## config.mk

```make
export PLATFORM = sky130hd
export DESIGN_NAME = beam_mem_tester
export DESIGN_NICKNAME = d
export VERILOG_FILES = /design/src/rtl/bmt_pkg.sv /design/src/rtl/bmt_sweep_ctr.sv /design/src/rtl/bmt_hit_wait.sv /design/src/rtl/bmt_err_serial.sv /design/src/rtl/beam_mem_tester.sv
export SDC_FILE = /design/constraint.sdc
export NUM_CORES = 1
export LEC_CHECK = 0
export CAP_MARGIN = 20
export CORE_MARGIN = 2
export CORE_UTILIZATION = 58
export DETAILED_ROUTE_END_ITERATION = 8
export PLACE_DENSITY = 0.95
export SLEW_MARGIN = 20
export SYNTH_ARGS = -nofsm -noshare
export SYNTH_HDL_FRONTEND = slang
export SYNTH_SLANG_ARGS = --single-unit
```

## constraint.sdc

```tcl
create_clock -name clk -period 8.3 [get_ports clk]
set_clock_uncertainty 0.2 [all_clocks]
set_input_delay 1.66 -clock clk [delete_from_list [all_inputs] [get_ports clk]]
set_output_delay 1.66 -clock clk [all_outputs]
set_load 0.005 [all_outputs]
```

## src/rtl/bmt_pkg.sv

```systemverilog
package bmt_pkg;

   typedef enum logic [2:0] {
      ST_IDLE,
      ST_WRITE,
      ST_RD_ISSUE,
      ST_RD_CHECK,
      ST_EMIT,
      ST_HIT_WAIT
   } bmt_state_e;

   typedef enum logic [1:0] {
      PASS_CHECK,
      PASS_FIRST,
      PASS_SECOND
   } bmt_pass_e;

endpackage

```

## src/rtl/bmt_sweep_ctr.sv

```systemverilog
module bmt_sweep_ctr #(
   parameter int ADDR_W = 9
) (
   input  logic              clk,
   input  logic              rst_n,
   input  logic              clr,
   input  logic              inc,
   output logic [ADDR_W-1:0] addr,
   output logic              last
);

   always_ff @(posedge clk or negedge rst_n) begin
      if (!rst_n)   addr <= '0;
      else if (clr) addr <= '0;
      else if (inc) addr <= addr + ADDR_W'(1);
   end

   assign last = &addr;

endmodule

```

## src/rtl/bmt_hit_wait.sv

```systemverilog
module bmt_hit_wait #(
   parameter int TMO_W = 16
) (
   input  logic             clk,
   input  logic             rst_n,
   input  logic             waiting,
   input  logic [TMO_W-1:0] limit,
   output logic             expired
);

   logic [TMO_W-1:0] cnt_q;

   always_ff @(posedge clk or negedge rst_n) begin
      if (!rst_n)        cnt_q <= '0;
      else if (!waiting) cnt_q <= '0;
      else               cnt_q <= cnt_q + TMO_W'(1);
   end

   assign expired = waiting && (limit != '0) && (cnt_q == limit - TMO_W'(1));

endmodule

```

## src/rtl/bmt_err_serial.sv

```systemverilog
module bmt_err_serial #(
   parameter int N_MACRO = 2,
   parameter int DATA_W  = 9,
   parameter int MACRO_W = 1,
   parameter int BIT_W   = 4
) (
   input  logic                        clk,
   input  logic                        rst_n,
   input  logic                        load,
   input  logic [N_MACRO*DATA_W-1:0]   load_mask,
   input  logic                        pop,
   output logic                        valid,
   output logic                        last,
   output logic [MACRO_W-1:0]          macro,
   output logic [BIT_W-1:0]            bitpos
);

   localparam int NBITS = N_MACRO * DATA_W;

   logic [NBITS-1:0] mask_q;
   logic [NBITS-1:0] lowest;
   logic             found;

   assign lowest = mask_q & (~mask_q + NBITS'(1));
   assign valid  = |mask_q;
   assign last   = ((mask_q & (mask_q - NBITS'(1))) == '0);

   always_ff @(posedge clk or negedge rst_n) begin
      if (!rst_n)              mask_q <= '0;
      else if (load)           mask_q <= load_mask;
      else if (pop && valid)   mask_q <= mask_q & ~lowest;
   end

   always_comb begin
      found  = 1'b0;
      macro  = '0;
      bitpos = '0;
      for (int m = 0; m < N_MACRO; m++) begin
         for (int b = 0; b < DATA_W; b++) begin
            if (!found && mask_q[m*DATA_W + b]) begin
               found  = 1'b1;
               macro  = MACRO_W'(m);
               bitpos = BIT_W'(b);
            end
         end
      end
   end

endmodule

```

## src/rtl/beam_mem_tester.sv

```systemverilog
module beam_mem_tester
   import bmt_pkg::*;
#(
   parameter int ADDR_W  = 9,
   parameter int DATA_W  = 9,
   parameter int N_MACRO = 2,
   parameter int TMO_W   = 16,
   localparam int NBITS   = N_MACRO * DATA_W,
   localparam int MACRO_W = (N_MACRO > 1) ? $clog2(N_MACRO) : 1,
   localparam int BIT_W   = (DATA_W > 1) ? $clog2(DATA_W) : 1
) (
   input  logic               clk,
   input  logic               rst_n,
   input  logic               start,
   input  logic               pattern_ones,
   input  logic [TMO_W-1:0]   timeout_limit,
   output logic [N_MACRO-1:0] mem_cs,
   output logic               mem_we,
   output logic [ADDR_W-1:0]  mem_addr,
   output logic [DATA_W-1:0]  mem_wdata,
   input  logic [NBITS-1:0]   mem_rdata,
   output logic               hit_req,
   input  logic               hit_ack,
   output logic               err_valid,
   input  logic               err_ready,
   output logic [MACRO_W-1:0] err_macro,
   output logic [ADDR_W-1:0]  err_addr,
   output logic [BIT_W-1:0]   err_bit,
   output logic               busy,
   output logic               run_done,
   output logic               pre_fault,
   output logic               hit_timeout
);

   if (ADDR_W < 1 || ADDR_W > 20) begin : g_bad_addr_w
      $error("ADDR_W must lie in 1..20");
   end
   if (DATA_W < 1) begin : g_bad_data_w
      $error("DATA_W must be at least 1");
   end
   if (N_MACRO < 1) begin : g_bad_macros
      $error("N_MACRO must be at least 1");
   end
   if (TMO_W < 1) begin : g_bad_tmo_w
      $error("TMO_W must be at least 1");
   end

   bmt_state_e        state_q, state_d;
   bmt_pass_e         pass_q, pass_d;
   logic              pat_q;
   logic [TMO_W-1:0]  limit_q;
   logic [NBITS-1:0]  pat_rep;
   logic [NBITS-1:0]  mism;
   logic [ADDR_W-1:0] addr;
   logic              addr_last;
   logic              ctr_clr, ctr_inc;
   logic              ser_load, ser_pop, ser_valid, ser_last;
   logic              tmo_expired;
   logic              word_done, finish, set_fault, set_tmo;
   logic              start_acc;

   for (genvar g = 0; g < N_MACRO; g++) begin : g_pat
      assign pat_rep[g*DATA_W +: DATA_W] = {DATA_W{pat_q}};
   end

   assign mism      = mem_rdata ^ pat_rep;
   assign start_acc = (state_q == ST_IDLE) && start;

   bmt_sweep_ctr #(.ADDR_W(ADDR_W)) u_ctr (
      .clk   (clk),
      .rst_n (rst_n),
      .clr   (ctr_clr),
      .inc   (ctr_inc),
      .addr  (addr),
      .last  (addr_last)
   );

   bmt_hit_wait #(.TMO_W(TMO_W)) u_wait (
      .clk     (clk),
      .rst_n   (rst_n),
      .waiting (state_q == ST_HIT_WAIT),
      .limit   (limit_q),
      .expired (tmo_expired)
   );

   bmt_err_serial #(
      .N_MACRO (N_MACRO),
      .DATA_W  (DATA_W),
      .MACRO_W (MACRO_W),
      .BIT_W   (BIT_W)
   ) u_ser (
      .clk       (clk),
      .rst_n     (rst_n),
      .load      (ser_load),
      .load_mask (mism),
      .pop       (ser_pop),
      .valid     (ser_valid),
      .last      (ser_last),
      .macro     (err_macro),
      .bitpos    (err_bit)
   );

   always_comb begin
      state_d   = state_q;
      pass_d    = pass_q;
      ctr_clr   = 1'b0;
      ctr_inc   = 1'b0;
      ser_load  = 1'b0;
      ser_pop   = 1'b0;
      word_done = 1'b0;
      finish    = 1'b0;
      set_fault = 1'b0;
      set_tmo   = 1'b0;
      mem_cs    = '0;
      mem_we    = 1'b0;

      case (state_q)
         ST_IDLE: begin
            if (start) begin
               state_d = ST_WRITE;
               ctr_clr = 1'b1;
            end
         end
         ST_WRITE: begin
            mem_cs = '1;
            mem_we = 1'b1;
            if (addr_last) begin
               ctr_clr = 1'b1;
               pass_d  = PASS_CHECK;
               state_d = ST_RD_ISSUE;
            end else begin
               ctr_inc = 1'b1;
            end
         end
         ST_RD_ISSUE: begin
            mem_cs  = '1;
            state_d = ST_RD_CHECK;
         end
         ST_RD_CHECK: begin
            if (mism != '0) begin
               if (pass_q == PASS_CHECK) begin
                  set_fault = 1'b1;
                  finish    = 1'b1;
                  state_d   = ST_IDLE;
               end else begin
                  ser_load = 1'b1;
                  state_d  = ST_EMIT;
               end
            end else begin
               word_done = 1'b1;
            end
         end
         ST_EMIT: begin
            ser_pop = err_ready;
            if (err_ready && ser_last) word_done = 1'b1;
         end
         ST_HIT_WAIT: begin
            if (hit_ack) begin
               ctr_clr = 1'b1;
               pass_d  = PASS_FIRST;
               state_d = ST_RD_ISSUE;
            end else if (tmo_expired) begin
               set_tmo = 1'b1;
               finish  = 1'b1;
               state_d = ST_IDLE;
            end
         end
         default: state_d = ST_IDLE;
      endcase

      if (word_done) begin
         if (addr_last) begin
            ctr_clr = 1'b1;
            case (pass_q)
               PASS_CHECK: state_d = ST_HIT_WAIT;
               PASS_FIRST: begin
                  pass_d  = PASS_SECOND;
                  state_d = ST_RD_ISSUE;
               end
               default: begin
                  finish  = 1'b1;
                  state_d = ST_IDLE;
               end
            endcase
         end else begin
            ctr_inc = 1'b1;
            state_d = ST_RD_ISSUE;
         end
      end
   end

   always_ff @(posedge clk or negedge rst_n) begin
      if (!rst_n) begin
         state_q     <= ST_IDLE;
         pass_q      <= PASS_CHECK;
         pat_q       <= 1'b0;
         limit_q     <= '0;
         run_done    <= 1'b0;
         pre_fault   <= 1'b0;
         hit_timeout <= 1'b0;
      end else begin
         state_q  <= state_d;
         pass_q   <= pass_d;
         run_done <= finish;
         if (start_acc) begin
            pat_q       <= pattern_ones;
            limit_q     <= timeout_limit;
            pre_fault   <= 1'b0;
            hit_timeout <= 1'b0;
         end
         if (set_fault) pre_fault   <= 1'b1;
         if (set_tmo)   hit_timeout <= 1'b1;
      end
   end

   assign mem_addr  = addr;
   assign mem_wdata = {DATA_W{pat_q}};
   assign hit_req   = (state_q == ST_HIT_WAIT);
   assign busy      = (state_q != ST_IDLE);
   assign err_valid = (state_q == ST_EMIT) && ser_valid;
   assign err_addr  = addr;

endmodule

```

# Word-level counts from Yosys, hierarchy flattened
# Index checks and enable logic that the tools add are counted.
[word_totals] ff_bits=68 latchBits=0 ramBits=0 rom_bits=0 inputBits=40 output_inout_bits=41 memories=0
[op_classes] n_addsub=5 n_mul=0 n_div=0 order_cmp=0 n_eq_ne=12 shifts=0 mux=96 n_bitwise=6 reduce_logical=55
[op_table] operator="4-bit 2-to-1 mux" count=15
[op_table] operator="1-bit 2-to-1 mux" count=55
[op_table] operator="18-bit AND" count=3
[op_table] operator="18-bit 2-to-1 mux" count=2
[op_table] operator="18-bit inverter" count=2
[op_table] operator="3-bit 2-to-1 mux" count=8
[op_table] operator="1-bit logical AND" count=23
[op_table] operator="18-bit by 1-bit adder with 18-bit output (second input constant)" count=1
[op_table] operator="18-bit logical NOT" count=1
[op_table] operator="9-bit 2-to-1 mux" count=2
[op_table] operator="3-bit one-hot mux with 6 select lines" count=1
[op_table] operator="18-bit nonzero test" count=1
[op_table] operator="18-bit OR reduction" count=1
[op_table] operator="18-bit by 1-bit subtractor with 18-bit output (second input constant)" count=1
[op_table] operator="18-bit bitwise XOR" count=1
[op_table] operator="1-bit logical NOT" count=17
[op_table] operator="16-bit by 1-bit adder with 16-bit output (second input constant)" count=1
[op_table] operator="16-bit equality test" count=1
[op_table] operator="16-bit 2-to-1 mux" count=1
[op_table] operator="16-bit nonzero test" count=1
[op_table] operator="16-bit by 1-bit subtractor with 16-bit output (second input constant)" count=1
[op_table] operator="2-bit 2-to-1 mux" count=7
[op_table] operator="9-bit by 1-bit adder with 9-bit output (second input constant)" count=1
[op_table] operator="3-bit != test (second input constant)" count=3
[op_table] operator="17 further kinds" count=24

# Depth between registers and ports, before layout
# Gate-level depths: netlist (run 1).
[depth] depth_word=52 ltp_mapped=12 mapped_depth_nobuf=11

# By module
# Synthesis (run 1) repeated with hierarchy kept, for this count alone.
[hier_totals] cells_unflattened=541 hier_area_um2=4609.4
[modules_own_cells] module="beam_mem_tester" instances=1 cells_per_inst=197 area_per_inst_um2=1604.0 seq_area_each_um2=625.6
[modules_own_cells] module="bmt_hit_wait" instances=1 cells_per_inst=155 area_per_inst_um2=1351.3 seq_area_each_um2=400.4
[modules_own_cells] module="bmt_err_serial" instances=1 cells_per_inst=146 area_per_inst_um2=1206.2 seq_area_each_um2=450.4
[modules_own_cells] module="bmt_sweep_ctr" instances=1 cells_per_inst=43 area_per_inst_um2=447.9 seq_area_each_um2=225.2

# Worst setup path after synthesis (run 1)
# No wires, ideal clock.
[synth_path] path_type="input -> register" startpoint="input port mem_rdata[0]" endpoint="register u_ctr.addr[7]" arrival_ps=3566 required_ps=8022 slack_ps=4456 cell_stages=7 path_buffers=0 cell_sequence="or4_1 -> mux2i_1 -> nand4_1 -> o31ai_2 -> nor2_2 -> or4_1 -> a21oi_1"
[synth_via] elab_chain_len=6 word_cells_on_any_way=8
[synth_lines] element="start: declaration" line="beam_mem_tester.sv:21" rtl="input logic [NBITS-1:0] mem_rdata,"
[synth_lines] element="18-bit bitwise XOR *" line="beam_mem_tester.sv:66" rtl="assign mism = mem_rdata ^ pat_rep;"
[synth_lines] element="18-bit nonzero test *" line="beam_mem_tester.sv:140" rtl="if (mism != '0) begin"
[synth_lines] element="1-bit 2-to-1 mux *" line="beam_mem_tester.sv:140"
[synth_lines] element="1-bit one-hot mux with 2 select lines *" line="beam_mem_tester.sv:117" rtl="case (state_q)"
[synth_lines] element="1-bit 2-to-1 mux" line="beam_mem_tester.sv:171" rtl="if (word_done) begin"
[synth_lines] element="9-bit 2-to-1 mux or 2-bit nonzero test (tied branches)"
[synth_lines] element="end signal: assignment" line="bmt_sweep_ctr.sv:15" rtl="else if (inc) addr <= addr + ADDR_W'(1);"
[synth_lines] element="end: declaration" line="bmt_sweep_ctr.sv:8" rtl="output logic [ADDR_W-1:0] addr,"
# Mark *: on every way between the ends. The rest lies on a longest branch, timed or not.
# A chain may end at the register's enable or synchronous reset.

# Worst setup path in the final report (run 1)
[layout_path] startpoint="register u_ser.mask_q[0]" endpoint="output port err_bit[0]"
[layout_via] elab_chain_len=52 word_cells_on_any_way=68
[layout_lines] element="start: declaration" line="bmt_err_serial.sv:20" rtl="logic [NBITS-1:0] mask_q;"
[layout_lines] element="start signal: assignment" line="bmt_err_serial.sv:30" rtl="else if (load) mask_q <= load_mask;"
[layout_lines] element="start signal: assignment" line="bmt_err_serial.sv:31" rtl="else if (pop && valid) mask_q <= mask_q & ~lowest;"
[layout_lines] element="1-bit 2-to-1 mux *" line="bmt_err_serial.sv:40" rtl="if (!found && mask_q[m*DATA_W + b]) begin"
[layout_lines] element="1-bit logical NOT" line="bmt_err_serial.sv:40"
[layout_lines] element="1-bit logical AND" line="bmt_err_serial.sv:40"
[layout_lines] element="1-bit 2-to-1 mux" line="bmt_err_serial.sv:40"
[layout_lines] element="1-bit logical NOT" line="bmt_err_serial.sv:40"
[layout_lines] element="1-bit logical AND" line="bmt_err_serial.sv:40"
[layout_lines] element="1-bit 2-to-1 mux" line="bmt_err_serial.sv:40"
[layout_lines] element="1-bit logical NOT" line="bmt_err_serial.sv:40"
[layout_lines] element="[... 36 more ...]"
[layout_lines] element="1-bit logical AND" line="bmt_err_serial.sv:40"
[layout_lines] element="1-bit 2-to-1 mux" line="bmt_err_serial.sv:40"
[layout_lines] element="1-bit logical NOT" line="bmt_err_serial.sv:40"
[layout_lines] element="1-bit logical AND" line="bmt_err_serial.sv:40"
[layout_lines] element="1-bit 2-to-1 mux" line="bmt_err_serial.sv:40"
[layout_lines] element="1-bit logical NOT" line="bmt_err_serial.sv:40"
[layout_lines] element="1-bit logical AND" line="bmt_err_serial.sv:40"
[layout_lines] element="4-bit 2-to-1 mux *" line="bmt_err_serial.sv:40"
[layout_lines] element="end: declaration" line="beam_mem_tester.sv:28" rtl="output logic [BIT_W-1:0] err_bit,"
# Marked as above.

==> results.cfg, run 1 <==
[global_routing]
track_usage_pct = 27.17
grt_use_met2_pct = 50.00
grt_pass1_vias = 4219
gr-usage-met3_pct = 5.721
grt_max_degree = 69
busiest_layer = met2
antenna_found_initial = 0
met1_usage_pct = 30.90
grt_pass1_wl_mm = 18.86
overflow = 0

[clocking]
htree_levels = 3
root_buffer = clkbuf_8
insertion_delay_ns = 0.35
numClockSinks = 68
cts_setup_buffers = 0
hold_buffers = 0
cts-root-to-sink-buffers = 2
cts_tree = built
cts_resized = 0
clkTransAtPathRegs_ns = 0.08
cts_made_buffers = 9

[logic_synthesis]
ys_types = 68
synthArstFlopShare_pct = 100.0
ys.flop_type = dfrtp_1
synth-edff-count = 0
ys_ff_latch = 68
synth.cell_area_um2 = 4592
yosysWarnings = 0
postSynthCellCount = 547
synth.avg_cell_area_um2 = 8.395
seq_area_frac_synth_pct = 37.06
synth_nets = 592

[min_path]
hp-class = reg -> reg
whs_path_depth = 2

[cells_and_area]
layout_common_cells = clkdlybuf4s50_1 (79), nand2_1 (69), dfrtp_1 (68)
fillers = 561
num_antenna_cells = 0
layout_commonest_cell = clkdlybuf4s50_1
nNetsFinal = 639
instances_no_fill = 701
drive_gt1_share_pct = 5.843
syn2layout_area_growth_pct = 19.59

[worst_setup_path]
reg2reg_depth = 7
end_kind = output pin
cp.required_ns = 6.44
slowest_delay_ns = 0.53
start_kind = flip-flop
critPathSlowestCell = clkdlybuf4s50_1
path_class = reg -> out
r2r-start = u_ser.mask_q[0]
crit_chain = nor4_1 -> nand3_1 -> or2_2 -> o211ai_1 -> clkdlybuf4s50_1
critical_path.max_fanout = 11
critPathLaunch = u_ser.mask_q[0]
worst_ep_arrival_time_ns = 2.93
critPathCapture = err_bit[0]
r2r_end = u_ctr.addr[7]
rrSetupSlack_ns = 4.74

[floorplan]
dieArea_um2 = 8644
initial_core_util_pct = 59.73
fp.dieH_um = 92.98
row_count = 32
core_area_um2 = 7687
ios = 81
fp.dieW_um = 92.98

[drt]
vias = 4302
drcViolationCount = 0
drt_iter0_markers = 335
wire_per_inst_um = 16.40
wl_mm = 11.50
routed_via_density = 6.137
ant_nets = 0
firstDrtPassIters = 5

[power]
max-vdd-ir-drop_uv = 238.2
leakage_nw = 2.285
power_density_nw_per_um2 = 335.1

[placement]
dp.cells = 685
place_ws_ns = 3.636
portBuffers = 80
gp_congestion = 0.8773
dp_hpwl_mm = 8.259

[sta]
timing.fmax_mhz = 208.7
relSlewSlack_pct = 33.38
rsz0062_at_grt = false
worst_slack_ns = 3.509
setup_viol = 0
maxSlewViolCount = 0
finalCritPeriodShare_pct = 57.73
worst_slew_pin_slew_ns = 0.9901
fin_setup_tns_ns = 0
hold_viol_final = 0
min_period_ns = 4.791

[run]
max_cap_violations = 0

[outcome]
status = finished clean
==> worst max-delay path: cells and delay by family (launching register included) <==
family,cells,cell delay (ns)
AOI/OAI and AO/OA,1,0.22
buffers and inverters,1,0.53
DFF,1,0.48
and+or+nand+nor,3,1.35
==> sequential cells by signal (all words and copies together), names as in the netlist <==
name and cells:
limit_q 16, run_done 1, u_ctr.addr 9, u_ser.mask_q 18, pre_fault 1, u_wait.cnt_q 16
pat_q 1, pass_q 2, hit_timeout 1, state_q 3
==> final cells by class <==
| cell class | instances | area [um2] | area share (%) |
|---|---|---|---|
| clock inverters | 5 | 50.05 | 0.9114 |
| clock buffers | 11 | 151.4 | 2.757 |
| repair buffers | 85 | 833.3 | 15.17 |
| multi-input cells | 417 | 2579 | 46.96 |
| well taps | 102 | 127.6 | 2.324 |
| inverters | 13 | 48.80 | 0.8886 |
| flip-flops and latches | 68 | 1702 | 30.99 |
==> Yosys cell counts (8+ instances only) <==
cell type / count / area (um2)
inv_1: 13 / 48.80
nand3_1: 18 / 90.09
nand2_1: 69 / 259.0
nand4_1: 12 / 75.07
dfrtp_1: 68 / 1702
nor2_1: 58 / 217.7
a21oi_1: 16 / 80.08
o211ai_1: 8 / 60.06
xnor2_1: 32 / 280.3
xor2_1: 24 / 210.2
o21ai_1: 18 / 90.09
clkbuf_1: 25 / 93.84
nor4_1: 11 / 68.82
or4_1: 11 / 82.58
buf_4: 19 / 142.6
o21ai_0: 11 / 55.05
nor3_1: 25 / 125.1
==> through the flow <==
stage	power, mW	hold WS, ns	util (%)	instance area [um2]
finish	1.840	0.3076	71.44	5492
global route	1.962	0.3399	71.44	5492
CTS	1.832	0.3069	71.44	5492
detailed placement	1.545	0.2896	68.82	5290
global placement	1.491	0.2717	68.82	5290
floorplan	1.238	0.2711	-	4592
==> power by group <==
group          switching [mW]  internal (mW)
Clock                   0.127          0.153
Combinational           0.504          0.453
Sequential              0.177          0.427
==> kinds of logic (layout without fill, tap and decap cells) <==
logic type	count (synthesis)	count (layout)	synth area share (%)
muxes	7	7	1.553
buffers and inverters	62	114	6.866
adders and majority gates	8	8	2.016
AOI/OAI and AO/OA	100	100	15.42
DFF	68	68	37.06
and+or+nand+nor	246	246	26.40
xor gates and xnor gates	56	56	10.68
==> layer usage <==
layer	wire, um	share of wire (%)	vias up
met5	0	0	-
met4	295	2.6	0
met3	695	6.0	32
met2	6067	53	181
met1	4440	39	2069
li1	-	-	2020
==> worst min-delay path by stage <==
stage,end,startpoint,slack [ns]
floorplan,pre_fault,pre_fault,0.27
global placement,pre_fault,pre_fault,0.27
detailed placement,pre_fault,pre_fault,0.29
CTS,pre_fault,pre_fault,0.31
global route,u_wait.cnt_q[0],u_wait.cnt_q[0],0.34
finish,pre_fault,pre_fault,0.31
Power figures use the tool's default switching activity.
==> run 2: changes to the inputs <==
--- a/config.mk
+++ b/config.mk
@@ -7,9 +7,9 @@
 export LEC_CHECK = 0
 export CAP_MARGIN = 20
 export CORE_MARGIN = 2
-export CORE_UTILIZATION = 58
+export CORE_UTILIZATION = 54
 export DETAILED_ROUTE_END_ITERATION = 8
-export PLACE_DENSITY = 0.95
+export PLACE_DENSITY = 0.91
 export SLEW_MARGIN = 20
 export SYNTH_ARGS = -nofsm -noshare
 export SYNTH_HDL_FRONTEND = slang
==> constraint.sdc (replaced) <==
create_clock -name clk -period 4.58 [get_ports clk]
set_clock_uncertainty 0.2 [all_clocks]
set_input_delay 0.916 -clock clk [delete_from_list [all_inputs] [get_ports clk]]
set_output_delay 0.916 -clock clk [all_outputs]
set_load 0.005 [all_outputs]
==> run 2 against run 1 <==
Net effect:
- sequential power up 84%
- worst hold slack worse by 0.0096 ns
- sequential cell count unchanged
- critical path depth unchanged
- utilization down 4.2 points
- clock power up 100%
- sequential share of layout area down 0.19 points
- total power up 83%
- wire length down 4.2%
==> results.cfg, run 2 (synthesis results as in run 1) <==
[floorplan]
core_area_um2 = 8217
fp.dieW_um = 96.22
ios = 81
dieArea_um2 = 9257
fp.dieH_um = 96.22
row_count = 33
initial_core_util_pct = 55.89

[placement]
gp_congestion = 0.8625
place_ws_ns = 0.6698
portBuffers = 80
dp_hpwl_mm = 8.047

[worst_setup_path]
critPathSlowestCell = clkdlybuf4s50_1
worst_ep_arrival_time_ns = 2.94
crit_chain = nor4_1 -> nand3_1 -> or2_2 -> o211ai_1 -> clkdlybuf4s50_1
start_kind = flip-flop
critical_path.max_fanout = 11
end_kind = output pin
cp.required_ns = 3.46
path_class = reg -> out
slowest_delay_ns = 0.54

[cells_and_area]
num_antenna_cells = 0
top_regs = u_ser.mask_q x18, limit_q x16, u_wait.cnt_q x16
fillers = 633
largest_reg_flops = 18
layout_commonest_cell = clkdlybuf4s50_1
drive_gt1_share_pct = 5.843
layout_common_cells = clkdlybuf4s50_1 (79), nand2_1 (69), dfrtp_1 (68)
largest-register = u_ser.mask_q
nNetsFinal = 640
syn2layout_area_growth_pct = 20.33

[power]
power_mw = 3.364
max-vdd-ir-drop_uv = 379.7
power_density_nw_per_um2 = 608.8
leakage_nw = 2.292

[clocking]
hold_buffers = 0
cts_setup_buffers = 0
htree_levels = 3
root_buffer = clkbuf_8
numClockSinks = 68
cts_made_buffers = 9
cts-root-to-sink-buffers = 2
cts_resized = 0
cts_tree = built
insertion_delay_ns = 0.34
clkTransAtPathRegs_ns = 0.07

[sta]
fin_setup_tns_ns = 0
rsz0062_at_grt = false
relSlewSlack_pct = 36.07
hold_viol_final = 0
timing.fmax_mhz = 246.3
setup_viol = 0
maxSlewViolCount = 0
finalCritPeriodShare_pct = 88.65
worst_slew_pin_slew_ns = 0.9502
min_period_ns = 4.060
worst_slack_ns = 0.5197

[min_path]
hp-class = reg -> reg

[global_routing]
grt_max_degree = 37
track_usage_pct = 25.47
grt_pass1_wl_mm = 18.40
antenna_found_initial = 0
overflow = 0
grt_pass1_vias = 4081

[outcome]
status = finished clean

[drt]
firstDrtPassIters = 4
wire_per_inst_um = 15.64
vias = 4195
drcViolationCount = 0
wl_mm = 11.01
routed_via_density = 5.959
drt_iter0_markers = 209
ant_nets = 0

[run]
max_cap_violations = 0
[run 2: cell count changes in the layout (fill, tap and decap cells not counted), sizes merged]
cell,delta
clkinv,-3
bufinv,+1
clkinvlp,+1
buf,+1
[run 2: path summary, 6_finish.rpt]
check / cells after the start / to / from / slack (ns)
worst max register to register: 7 / u_ctr.addr[7] / u_ser.mask_q[0] / 1.08
worst max-delay path: 5 / err_bit[0] / u_ser.mask_q[0] / 0.52
worst min-delay path: 2 / pre_fault / pre_fault / 0.30
worst min register to register: 2 / pre_fault / pre_fault / 0.30
max in group asynchronous: 2 / u_wait.cnt_q[13] / rst_n / 2.79
min in group asynchronous: 1 / limit_q[15] / rst_n / 0.46
[run 2: through the flow]
stage               hold WS [ns]  instance area [um2]  instances  util (%)
detailed placement        0.2873                 5301        689     64.52
global route              0.3367                 5525        704     67.25
global placement          0.2707                 5301        689     64.52
floorplan                 0.2711                 4592        547         -
finish                    0.2980                 5525        704     67.25
CTS                       0.3057                 5525        704     67.25
[run 2: report_power, final]
| part | total [mW] | internal [mW] | switching [mW] |
|---|---|---|---|
| clock network | 0.566 | 0.333 | 0.233 |
| logic | 1.68 | 0.825 | 0.859 |
| registers | 1.11 | 0.774 | 0.340 |
[run 2: worst max-delay path: cells and delay by family, from the launching register on]
family	cells	cell delay (ns)
AND/OR/NAND/NOR	3	1.35
buffers and inverters	1	0.54
flip-flops	1	0.49
AO/OA/AOI/OAI	1	0.22
[run 2: metal layers]
metal  track usage, %  routed length (um)  up-vias
li1                 -                   -     2021
met1            30.48                4472     2024
met2            44.79                5689      127
met3            4.464                 597       23
met4            10.83                 254        0
met5                0                   0        -
[run 2: layout make-up]
| cell class | count | area (um2) | share of cell area [%] |
|---|---|---|---|
| multi-input cells | 417 | 2579 | 46.67 |
| well taps | 105 | 131.4 | 2.378 |
| clock inverters | 4 | 72.57 | 1.313 |
| clock buffers | 11 | 151.4 | 2.740 |
| repair buffers | 86 | 840.8 | 15.22 |
| flip-flops and latches | 68 | 1702 | 30.80 |
| inverters | 13 | 48.80 | 0.8832 |
